<file path="src/rtl/pipe_hazard_pkg.sv">
package pipe_hazard_pkg;
  typedef enum logic [1:0] {
    FWD_RF  = 2'b00,
    FWD_WB  = 2'b01,
    FWD_MEM = 2'b10
  } fwd_sel_e;
endpackage

</file>
<file path="src/rtl/phz_stage_regs.sv">
module phz_stage_regs #(
  parameter int RAW = 5
) (
  input  logic           clk_i,
  input  logic           rst_ni,
  input  logic           bubble_i,
  input  logic [RAW-1:0] id_rs1_i,
  input  logic [RAW-1:0] id_rs2_i,
  input  logic [RAW-1:0] id_rd_i,
  input  logic           id_reg_wr_i,
  input  logic           id_mem_rd_i,
  input  logic           id_mem_wr_i,
  output logic [RAW-1:0] ex_rs1_o,
  output logic [RAW-1:0] ex_rs2_o,
  output logic [RAW-1:0] ex_rd_o,
  output logic           ex_reg_wr_o,
  output logic           ex_mem_rd_o,
  output logic           ex_mem_wr_o,
  output logic [RAW-1:0] mem_rd_o,
  output logic           mem_reg_wr_o,
  output logic           mem_mem_rd_o,
  output logic [RAW-1:0] wb_rd_o,
  output logic           wb_reg_wr_o
);

  // decode/execute shadow; a bubble clears fields and enables
  always_ff @(posedge clk_i or negedge rst_ni) begin
    if (!rst_ni) begin
      ex_rs1_o    <= '0;
      ex_rs2_o    <= '0;
      ex_rd_o     <= '0;
      ex_reg_wr_o <= 1'b0;
      ex_mem_rd_o <= 1'b0;
      ex_mem_wr_o <= 1'b0;
    end else if (bubble_i) begin
      ex_rs1_o    <= '0;
      ex_rs2_o    <= '0;
      ex_rd_o     <= '0;
      ex_reg_wr_o <= 1'b0;
      ex_mem_rd_o <= 1'b0;
      ex_mem_wr_o <= 1'b0;
    end else begin
      ex_rs1_o    <= id_rs1_i;
      ex_rs2_o    <= id_rs2_i;
      ex_rd_o     <= id_rd_i;
      ex_reg_wr_o <= id_reg_wr_i;
      ex_mem_rd_o <= id_mem_rd_i;
      ex_mem_wr_o <= id_mem_wr_i;
    end
  end

  // later stages never stall
  always_ff @(posedge clk_i or negedge rst_ni) begin
    if (!rst_ni) begin
      mem_rd_o     <= '0;
      mem_reg_wr_o <= 1'b0;
      mem_mem_rd_o <= 1'b0;
      wb_rd_o      <= '0;
      wb_reg_wr_o  <= 1'b0;
    end else begin
      mem_rd_o     <= ex_rd_o;
      mem_reg_wr_o <= ex_reg_wr_o;
      mem_mem_rd_o <= ex_mem_rd_o;
      wb_rd_o      <= mem_rd_o;
      wb_reg_wr_o  <= mem_reg_wr_o;
    end
  end


  bubble_clears_chk: assert property (@(posedge clk_i) disable iff (!rst_ni)
    bubble_i |=> (!ex_reg_wr_o && !ex_mem_rd_o && !ex_mem_wr_o));


  carry_enables_chk: assert property (@(posedge clk_i) disable iff (!rst_ni)
    !bubble_i |=> (ex_reg_wr_o == $past(id_reg_wr_i) && ex_mem_rd_o == $past(id_mem_rd_i)));

endmodule

</file>
<file path="src/rtl/phz_bypass_sel.sv">
module phz_bypass_sel
  import pipe_hazard_pkg::*;
#(
  parameter int RAW = 5
) (
  input  logic           clk_i,
  input  logic           rst_ni,
  input  logic [RAW-1:0] rs_i,
  input  logic [RAW-1:0] mem_rd_i,
  input  logic           mem_wr_i,
  input  logic [RAW-1:0] wb_rd_i,
  input  logic           wb_wr_i,
  output fwd_sel_e       sel_o
);

  logic mem_hit, wb_hit;

  assign mem_hit = mem_wr_i && (mem_rd_i != '0) && (mem_rd_i == rs_i);
  assign wb_hit  = wb_wr_i  && (wb_rd_i  != '0) && (wb_rd_i  == rs_i);

  // younger producer wins
  always_comb begin
    if (mem_hit)     sel_o = FWD_MEM;
    else if (wb_hit) sel_o = FWD_WB;
    else             sel_o = FWD_RF;
  end


  zero_reg_chk: assert property (@(posedge clk_i) disable iff (!rst_ni)
    (rs_i == '0) |-> (sel_o == FWD_RF));


  younger_wins_chk: assert property (@(posedge clk_i) disable iff (!rst_ni)
    (mem_wr_i && wb_wr_i && rs_i != '0 && mem_rd_i == rs_i && wb_rd_i == rs_i)
      |-> (sel_o == FWD_MEM));


  no_src_no_fwd_chk: assert property (@(posedge clk_i) disable iff (!rst_ni)
    (!mem_wr_i && !wb_wr_i) |-> (sel_o == FWD_RF));

endmodule

</file>
<file path="src/rtl/phz_load_use.sv">
module phz_load_use #(
  parameter int RAW = 5
) (
  input  logic [RAW-1:0] ex_rd_i,
  input  logic           ex_reg_wr_i,
  input  logic           ex_mem_rd_i,
  input  logic [RAW-1:0] id_rs1_i,
  input  logic [RAW-1:0] id_rs2_i,
  output logic           hazard_o
);

  logic ld_live;

  assign ld_live  = ex_mem_rd_i && ex_reg_wr_i && (ex_rd_i != '0);
  assign hazard_o = ld_live && ((id_rs1_i == ex_rd_i) || (id_rs2_i == ex_rd_i));

endmodule

</file>
<file path="src/rtl/phz_branch_freeze.sv">
module phz_branch_freeze #(
  parameter int FREEZE = 3
) (
  input  logic clk_i,
  input  logic rst_ni,
  input  logic branch_i,
  input  logic block_i,
  input  logic taken_i,
  output logic hold_o,
  output logic squash_o,
  output logic redirect_o
);

  localparam int CW = (FREEZE > 1) ? $clog2(FREEZE + 1) : 1;
  localparam logic [CW-1:0] LOADV = CW'(FREEZE - 1);

  logic [CW-1:0] cnt_q;
  logic          accept, last;

  assign accept   = branch_i && !block_i && (cnt_q == '0);
  assign squash_o = (cnt_q != '0);
  assign hold_o   = accept || squash_o;

  generate
    if (FREEZE == 1) begin : g_single
      assign last = accept;
    end else begin : g_multi
      assign last = (cnt_q == CW'(1));
    end
  endgenerate

  assign redirect_o = last && taken_i;

  always_ff @(posedge clk_i or negedge rst_ni) begin
    if (!rst_ni)          cnt_q <= '0;
    else if (accept)      cnt_q <= LOADV;
    else if (cnt_q != '0) cnt_q <= cnt_q - CW'(1);
  end


  redirect_in_hold_chk: assert property (@(posedge clk_i) disable iff (!rst_ni)
    redirect_o |-> hold_o);


  release_after_resolve_chk: assert property (@(posedge clk_i) disable iff (!rst_ni)
    redirect_o |=> !squash_o);


  blocked_no_accept_chk: assert property (@(posedge clk_i) disable iff (!rst_ni)
    (block_i && !squash_o) |-> !hold_o);

endmodule

</file>
<file path="src/rtl/pipe_hazard_unit.sv">
module pipe_hazard_unit
  import pipe_hazard_pkg::*;
#(
  parameter int NREG   = 32,
  parameter int FREEZE = 3,
  localparam int RAW   = $clog2(NREG)
) (
  input  logic           clk_i,
  input  logic           rst_ni,
  input  logic [RAW-1:0] id_rs1_i,
  input  logic [RAW-1:0] id_rs2_i,
  input  logic [RAW-1:0] id_rd_i,
  input  logic           id_reg_wr_i,
  input  logic           id_mem_rd_i,
  input  logic           id_mem_wr_i,
  input  logic           id_branch_i,
  input  logic           br_taken_i,
  output logic [1:0]     fwd_a_o,
  output logic [1:0]     fwd_b_o,
  output logic           stall_o,
  output logic           bubble_o,
  output logic           fetch_hold_o,
  output logic           redirect_o,
  output logic           ex_reg_wr_o,
  output logic           ex_mem_rd_o,
  output logic           ex_mem_wr_o
);

  logic [RAW-1:0] ex_rs1, ex_rs2, ex_rd, mem_rd, wb_rd;
  logic           ex_reg_wr, ex_mem_rd, mem_reg_wr, mem_mem_rd, wb_reg_wr;
  logic           lu_hazard, squash;
  logic [RAW-1:0] ex_src [2];
  fwd_sel_e       fsel   [2];

  assign bubble_o = lu_hazard || squash;
  assign stall_o  = lu_hazard;

  phz_stage_regs #(.RAW(RAW)) u_stages (
    .clk_i        (clk_i),
    .rst_ni       (rst_ni),
    .bubble_i     (bubble_o),
    .id_rs1_i     (id_rs1_i),
    .id_rs2_i     (id_rs2_i),
    .id_rd_i      (id_rd_i),
    .id_reg_wr_i  (id_reg_wr_i),
    .id_mem_rd_i  (id_mem_rd_i),
    .id_mem_wr_i  (id_mem_wr_i),
    .ex_rs1_o     (ex_rs1),
    .ex_rs2_o     (ex_rs2),
    .ex_rd_o      (ex_rd),
    .ex_reg_wr_o  (ex_reg_wr),
    .ex_mem_rd_o  (ex_mem_rd),
    .ex_mem_wr_o  (ex_mem_wr_o),
    .mem_rd_o     (mem_rd),
    .mem_reg_wr_o (mem_reg_wr),
    .mem_mem_rd_o (mem_mem_rd),
    .wb_rd_o      (wb_rd),
    .wb_reg_wr_o  (wb_reg_wr)
  );

  assign ex_reg_wr_o = ex_reg_wr;
  assign ex_mem_rd_o = ex_mem_rd;
  assign ex_src[0]   = ex_rs1;
  assign ex_src[1]   = ex_rs2;

  for (genvar g = 0; g < 2; g++) begin : g_opnd
    phz_bypass_sel #(.RAW(RAW)) u_sel (
      .clk_i    (clk_i),
      .rst_ni   (rst_ni),
      .rs_i     (ex_src[g]),
      .mem_rd_i (mem_rd),
      .mem_wr_i (mem_reg_wr),
      .wb_rd_i  (wb_rd),
      .wb_wr_i  (wb_reg_wr),
      .sel_o    (fsel[g])
    );
  end

  assign fwd_a_o = fsel[0];
  assign fwd_b_o = fsel[1];

  phz_load_use #(.RAW(RAW)) u_lduse (
    .ex_rd_i     (ex_rd),
    .ex_reg_wr_i (ex_reg_wr),
    .ex_mem_rd_i (ex_mem_rd),
    .id_rs1_i    (id_rs1_i),
    .id_rs2_i    (id_rs2_i),
    .hazard_o    (lu_hazard)
  );

  phz_branch_freeze #(.FREEZE(FREEZE)) u_brfrz (
    .clk_i      (clk_i),
    .rst_ni     (rst_ni),
    .branch_i   (id_branch_i),
    .block_i    (lu_hazard),
    .taken_i    (br_taken_i),
    .hold_o     (fetch_hold_o),
    .squash_o   (squash),
    .redirect_o (redirect_o)
  );


  single_stall_chk: assert property (@(posedge clk_i) disable iff (!rst_ni)
    stall_o |=> !stall_o);


  no_mem_fwd_of_load_chk: assert property (@(posedge clk_i) disable iff (!rst_ni)
    mem_mem_rd |-> (fwd_a_o != 2'b10 && fwd_b_o != 2'b10));


  stall_excl_hold_chk: assert property (@(posedge clk_i) disable iff (!rst_ni)
    stall_o |-> !fetch_hold_o);


  squash_bubbles_chk: assert property (@(posedge clk_i) disable iff (!rst_ni)
    (fetch_hold_o && !$past(fetch_hold_o) && FREEZE > 1) |=> bubble_o);

endmodule

</file>
<file path="config.mk">
export PLATFORM = sky130hd
export DESIGN_NAME = pipe_hazard_unit
export DESIGN_NICKNAME = d
export VERILOG_FILES = /design/src/rtl/pipe_hazard_pkg.sv /design/src/rtl/phz_stage_regs.sv /design/src/rtl/phz_bypass_sel.sv /design/src/rtl/phz_load_use.sv /design/src/rtl/phz_branch_freeze.sv /design/src/rtl/pipe_hazard_unit.sv
export SDC_FILE = /design/constraint.sdc
export NUM_CORES = 1
export LEC_CHECK = 0
export ABC_AREA = 1
export BUFFER_PORTS_ARGS = -buffer_cell sky130_fd_sc_hd__buf_2
export CORE_MARGIN = 4
export CORE_UTILIZATION = 34
export DETAILED_ROUTE_END_ITERATION = 16
export PLACE_DENSITY = 0.6
export SLEW_MARGIN = 20
export SYNTH_ARGS = -nofsm -noshare
export SYNTH_HDL_FRONTEND = slang
export SYNTH_SLANG_ARGS = --single-unit
export TNS_END_PERCENT = 10
</file>
<file path="constraint.sdc">
create_clock -name clk_i -period 3.6 [get_ports clk_i]
set_clock_uncertainty 0.05 [all_clocks]
set_input_delay 0.72 -clock clk_i [delete_from_list [all_inputs] [get_ports clk_i]]
set_output_delay 0.72 -clock clk_i [all_outputs]
set_load 0.02 [all_outputs]
</file>
==> summary.md, run 1 <==
- finished, final reports clean — result of the run
- u_stages.ex_rd_o[3] — worst reg2reg startpoint
- 10.7 µm — WL per Instance
- 32 — clock sink count
- flop to flop — class of the tightest hold or removal check
- 746 nW/µm² — Power Density
- 24 — placement row count
- 2 — # H-tree levels
- 24.5% — ratio of cells with drive above 1 in the final layout
- 19 — Max Fanout on Critical Path
- built — clock tree from TritonCTS
- false — RSZ-0062 raised after global routing
- 0 — warnings from Yosys
- 52.2% — share of Yosys cell area claimed by the top area cell type
- 3 — CP bufs+invs
- 75.2 µm — vertical die dimension
- 4 — number of iterations in the first detailed-routing pass
- 53.9% — Slew headroom
- 46 — detailed router's first-iteration violation count
- 8.98 µm² — average size of a mapped cell
- dfrtp_1, inv_1, nand2_1 — synth top area cells
- 52.2% — sequential element share of the synthesized area
- 0 — number of antenna diodes
- 2790 µm — total wire length after detailed routing
- simple AND/OR/NAND/NOR gates — combinational family with the most area after synthesis
- 0 — Hold-fix buffers, CTS
- 33 — largest net degree at the start of global routing
- 5650 µm² — DIE AREA
- 0 — final setup violation count
- 0 ps — total negative slack for setup checks
- 231 — Final Net Count
- 23.1% — simple-gate area share of the yosys netlist
- 4.22 — via-per-instance ratio
- input port — Worst setup SP type
- 0 — number of hold violations in the final report
- 0 — maxcap violations
- 32 — number of port buffers
- 1.63% — fraction of the mapped netlist area in adder cells
- output pin — crit end category
- simple AND/OR/NAND/NOR gates — top cell family by delay on the critical path
- 0 — overall overflow remaining after global route
- 291 µV — worst IR drop on VDD
- 0 — max-slew violation total from the final report
- 280 ps — clock latency on the worst-skew pair
- 0 — Routed Antenna Nets
- 4680 µm — wire length of the first global-routing pass
- 60 ps — clock-pin transition on the worst setup and hold timing paths
- 0% — multiplexer share of the synthesized area
- clkbuf_8 — CTS root buf
- dfrtp_1 — library cell with the largest summed area after synthesis
- 1750 ps — worst path arrival time
- nand2_1 — CP most frequent cell
- 171 — post-synthesis instance total
- u_stages.mem_reg_wr_o — Hold Startpoint
- 75.2 µm — Die X-Extent
- input port to output pin — kind of critical path
- buf_2, inv_1, nand2_1, nand2_1, nor2_1, nand3_1, nand2_1, nand2_2, nand2_4, buf_2 — cells along the critical path
- 1097 — total vias in the final route
- 12.6% — fraction of synthesized cell area in xor and xnor cells
- 2830 ps — required time of the critical path
- buf_2, dfrtp_1, inv_1, nand2_1, nor2_1 — commonest cells after routing, fill and taps aside
- 2520 ps — crit path time final
- id_rs2_i[1] — worst setup path start
- 0 — drt drc
- 0.652% — synthesized-area fraction occupied by ao, oa, aoi and oai cells
- 33 — total I/O pin count
- 1106 — number of global-route vias before repair
- 1.07 nW — leakage power
- 4350 µm² — placeable core region
- 692 ps — transition at the pin with the smallest max-transition slack
- 0 — # Post-CTS Setup Buffers
- 32 — Yosys reg bits
- 5 — TritonCTS Buffers
- 19.4% — area growth from synthesis to layout
- 2 — Max Buffers Root-to-Sink
- 396 MHz — Max Fclk
- 1.37 mW — total power
- 35.3% — initial core utilization
- 195 — Syn Nets
- 18 — unique cell type count in the Yosys netlist
- 1540 µm² — post-synthesis instance area
- 11.5% — total global-route track usage
- 0.753 — final estimated routing congestion in global placement
- 70.1% — Final Cycle Share
- 220 ps — slowest stage delay, CP
- 0 — post-cts gate resize count
- nand2_4 — cell with the biggest individual delay on the critical path
- 2170 µm — placed wire-length estimate
- 0 — number of antenna violations at the first check in global routing
kinds of logic (layout without fill, tap and decap cells):
family	after synthesis	in the layout
buffers and inverters	34	71
AO/OA/AOI/OAI	2	2
adder cells (fa/ha/maj)	2	2
XOR/XNOR	22	22
AND/OR/NAND/NOR	79	79
flip-flops	32	32
routing by layer:
metal  track usage [%]  vias to the layer above  routed length [µm]
met1              13.7                      485                1240
met2              18.6                       29                1320
li1                  -                      576                   -
met4              6.41                        0                  72
met3              3.34                        7                 155
met5                 0                        -                   0
metrics by stage:
stage | worst slack, ps | cells | area [µm²] | util, % | hold WS, ps
6_report | 1080 | 260 | 1830 | 42.1 | 328
5_1_grt | 893 | 260 | 1830 | 42.1 | 343
4_1_cts | 1070 | 260 | 1830 | 42.1 | 331
3_5_place_dp | 1070 | 252 | 1730 | 39.6 | 316
3_3_place_gp | 1080 | 252 | 1730 | 39.6 | 312
2_1_floorplan | 1430 | 171 | 1540 | - | 298
synth_stat cells:
cell / count
nor2_2: 9
inv_1: 31
o21ai_0: 2
xor2_1: 10
xnor2_1: 12
nor2_1: 21
nand4_1: 2
buf_4: 2
nand2_4: 1
nor3_1: 3
nor4_1: 2
or2_2: 1
nand3_1: 8
ha_1: 2
buf_12: 1
dfrtp_1: 32
nand2_1: 31
nand2_2: 1
state kept, by name, summed over array words and instances, names as in the netlist:
register	cells
u_stages.ex_rs1_o	5
u_stages.ex_rd_o	5
u_stages.mem_rd_o	5
u_stages.ex_rs2_o	5
u_stages.ex_mem_wr_o	1
u_stages.ex_mem_rd_o	1
u_stages.mem_reg_wr_o	1
u_stages.wb_reg_wr_o	1
u_brfrz.cnt_q	2
u_stages.ex_reg_wr_o	1
u_stages.wb_rd_o	5
final timing paths:
| check | to | cells past startpoint | slack, ps |
|---|---|---|---|
| worst max-delay path | bubble_o | 10 | 1080 |
| worst min-delay path | u_stages.wb_reg_wr_o | 0 | 330 |
| worst max register to register | u_stages.ex_mem_rd_o | 9 | 2200 |
| worst min register to register | u_stages.wb_reg_wr_o | 0 | 330 |
| max in group asynchronous | u_stages.ex_mem_rd_o | 1 | 2630 |
| min in group asynchronous | u_stages.mem_reg_wr_o | 1 | 430 |
layout make-up:
class / instances / area [µm²]
fillers: 445 / 2520
inverters: 31 / 116
multi-input cells: 105 / 583
well taps: 52 / 65.1
repair buffers: 32 / 160
clock inverters: 2 / 35.0
flip-flops and latches: 32 / 801
clock buffers: 6 / 72.6
report_power, final:
group	internal (mW)	switching, mW	total (mW)
combinational	0.194	0.255	0.449
sequential	0.471	0.111	0.583
clock	0.205	0.131	0.336
total	0.870	0.497	1.37
(Power assumes the default switching activity.)
==> run 2, diff against run 1 <==
==> constraint.sdc (replaced) <==
create_clock -name clk_i -period 2.45 [get_ports clk_i]
set_clock_uncertainty 0.05 [all_clocks]
set_input_delay 0.49 -clock clk_i [delete_from_list [all_inputs] [get_ports clk_i]]
set_output_delay 0.49 -clock clk_i [all_outputs]
set_load 0.02 [all_outputs]
==> summary.md, run 2 (same netlist as run 1, synthesis figures left out) <==
- 1860 µm² — final cell area excluding filler cells
- u_stages.ex_rd_o[4] — worst reg2reg startpoint
- 24 — placement row count
- 1560 ps — worst path arrival time
- 1.08 nW — leakage power
- clkbuf_8 — CTS root buf
- 5 — TritonCTS Buffers
- 0.781 — final estimated routing congestion in global placement
- 1082 — number of global-route vias before repair
- 33 — total I/O pin count
- built — clock tree from TritonCTS
- 75.2 µm — vertical die dimension
- inv_1, nand2_1, nand2_1, nor2_1, nand3_1, nand2_1, nand2_2, nand2_1, nand2_1, buf_2 — cells along the critical path
- 0 — overall overflow remaining after global route
- 2 — Max Buffers Root-to-Sink
- 0 — final setup violation count
- 441 — fillcell total
- output pin — crit end category
- 2100 ps — crit path time final
- fetch_hold_o — critical path capture point
- 4.19 — via-per-instance ratio
- 801 µm² — Register Area
- 5 — Max Fanout on Critical Path
- 10.9 µm — WL per Instance
- 0 — number of antenna violations at the first check in global routing
- 280 ps — clock latency on the worst-skew pair
- 4350 µm² — placeable core region
- 0 — number of hold violations in the final report
- 21.1% — area growth from synthesis to layout
- input port to async pin — class of the tightest hold or removal check
- 53.5% — Slew headroom
- 5650 µm² — DIE AREA
- 583 µm² — area used by multi-input combinational logic
- 1730 µm² — standard cell area after detailed placement
- 75.2 µm — Die X-Extent
- 32 — clock sink count
- 253 — placed cells
- 70 ps — clock-pin transition on the worst setup and hold timing paths
- 0 — # Post-CTS Setup Buffers
- nand2_1 — CP most frequent cell
- 10 — count of cells along the worst register-to-register path
- buf_2, dfrtp_1, inv_1, nand2_1, nor2_1 — commonest cells after routing, fill and taps aside
- 2 — # H-tree levels
- 33 — largest net degree at the start of global routing
- 475 MHz — Max Fclk
- 35.3% — initial core utilization
- 0 — drt drc
- flop — Worst setup SP type
- 0 — post-cts gate resize count
- 0 — number of antenna diodes
- 0 — max-slew violation total from the final report
- 261 — non-filler cells, final
- 2840 µm — total wire length after detailed routing
- 11.6% — total global-route track usage
- 203 ps — worst slack on hold paths
- 23 — detailed router's first-iteration violation count
- 0 ps — total negative slack for setup checks
- false — RSZ-0062 raised after global routing
- u_stages.ex_rs2_o[1] — worst r2r dst
- 85.9% — Final Cycle Share
- 32 — number of port buffers
- dfrtp_1 — cell with the biggest individual delay on the critical path
- finished, final reports clean — result of the run
- 1110 nW/µm² — Power Density
- 697 ps — transition at the pin with the smallest max-transition slack
- 4 — number of iterations in the first detailed-routing pass
- 0 — Routed Antenna Nets
- 0 — maxcap violations
- u_stages.ex_rd_o[4] — worst setup path start
- 1093 — total vias in the final route
- 25.4% — ratio of cells with drive above 1 in the final layout
- 232 — Final Net Count
- 700 µV — worst IR drop on VDD
- 2190 µm — placed wire-length estimate
- 4810 µm — wire length of the first global-routing pass
- 940 ps — reg2reg setup slack
- flop to output pin — kind of critical path
- 1910 ps — required time of the critical path
- 0 — Hold-fix buffers, CTS
- 2.07 mW — total power
- 430 ps — slowest stage delay, CP
## run 2: cell count changes in the layout (fill, tap and decap cells not counted)
cell,change
clkinv_2,-1
buf_4,+1
clkbuf_8,+2
clkbuf_1,-1
## run 2: area by class of cell
cell class | count | share of cell area, %
Clock buffer | 7 | 5.18
Clock inverter | 1 | 1.62
Inverter | 31 | 6.26
Multi-Input combinational cell | 105 | 31.4
Sequential cell | 32 | 43.1
Tap cell | 52 | 3.50
Timing Repair Buffer | 33 | 9.02
## run 2: worst min path at each step
stage	endpoint	slack, ps	cells after the start	start
final	u_stages.wb_rd_o[4]	200	1	rst_ni
after global routing	u_stages.ex_mem_wr_o	260	1	rst_ni
after CTS	u_stages.wb_reg_wr_o	230	1	rst_ni
after floorplan	u_brfrz.cnt_q[0]	140	0	rst_ni
after global placement	u_stages.wb_reg_wr_o	310	0	u_stages.mem_reg_wr_o
after detailed placement	u_stages.wb_reg_wr_o	310	0	u_stages.mem_reg_wr_o
## run 2: critical path: cells and delay by family, from the launching register on
kind	cells	cell delay, ps
buf+inv	2	230
simple gates	8	620
flops	1	430
## run 2: through the flow
stage / util, % / worst slack (ps)
after floorplan: - / 738
after global placement: 39.8 / 501
after detailed placement: 39.8 / 474
after CTS: 42.7 / 315
after global routing: 42.7 / 86.1
final: 42.7 / 346
## run 2: power breakdown
| group | internal, mW | switching (mW) | total (mW) |
|---|---|---|---|
| clock | 0.359 | 0.185 | 0.544 |
| sequential | 0.693 | 0.165 | 0.857 |
| combinational | 0.296 | 0.376 | 0.672 |
## run 2: per-layer routing
layer  GRT usage (%)  share of wire (%)
met5               0                  0
met4            4.08               0.81
met2            18.8                 50
met3            4.14                5.6
met1            14.3                 43
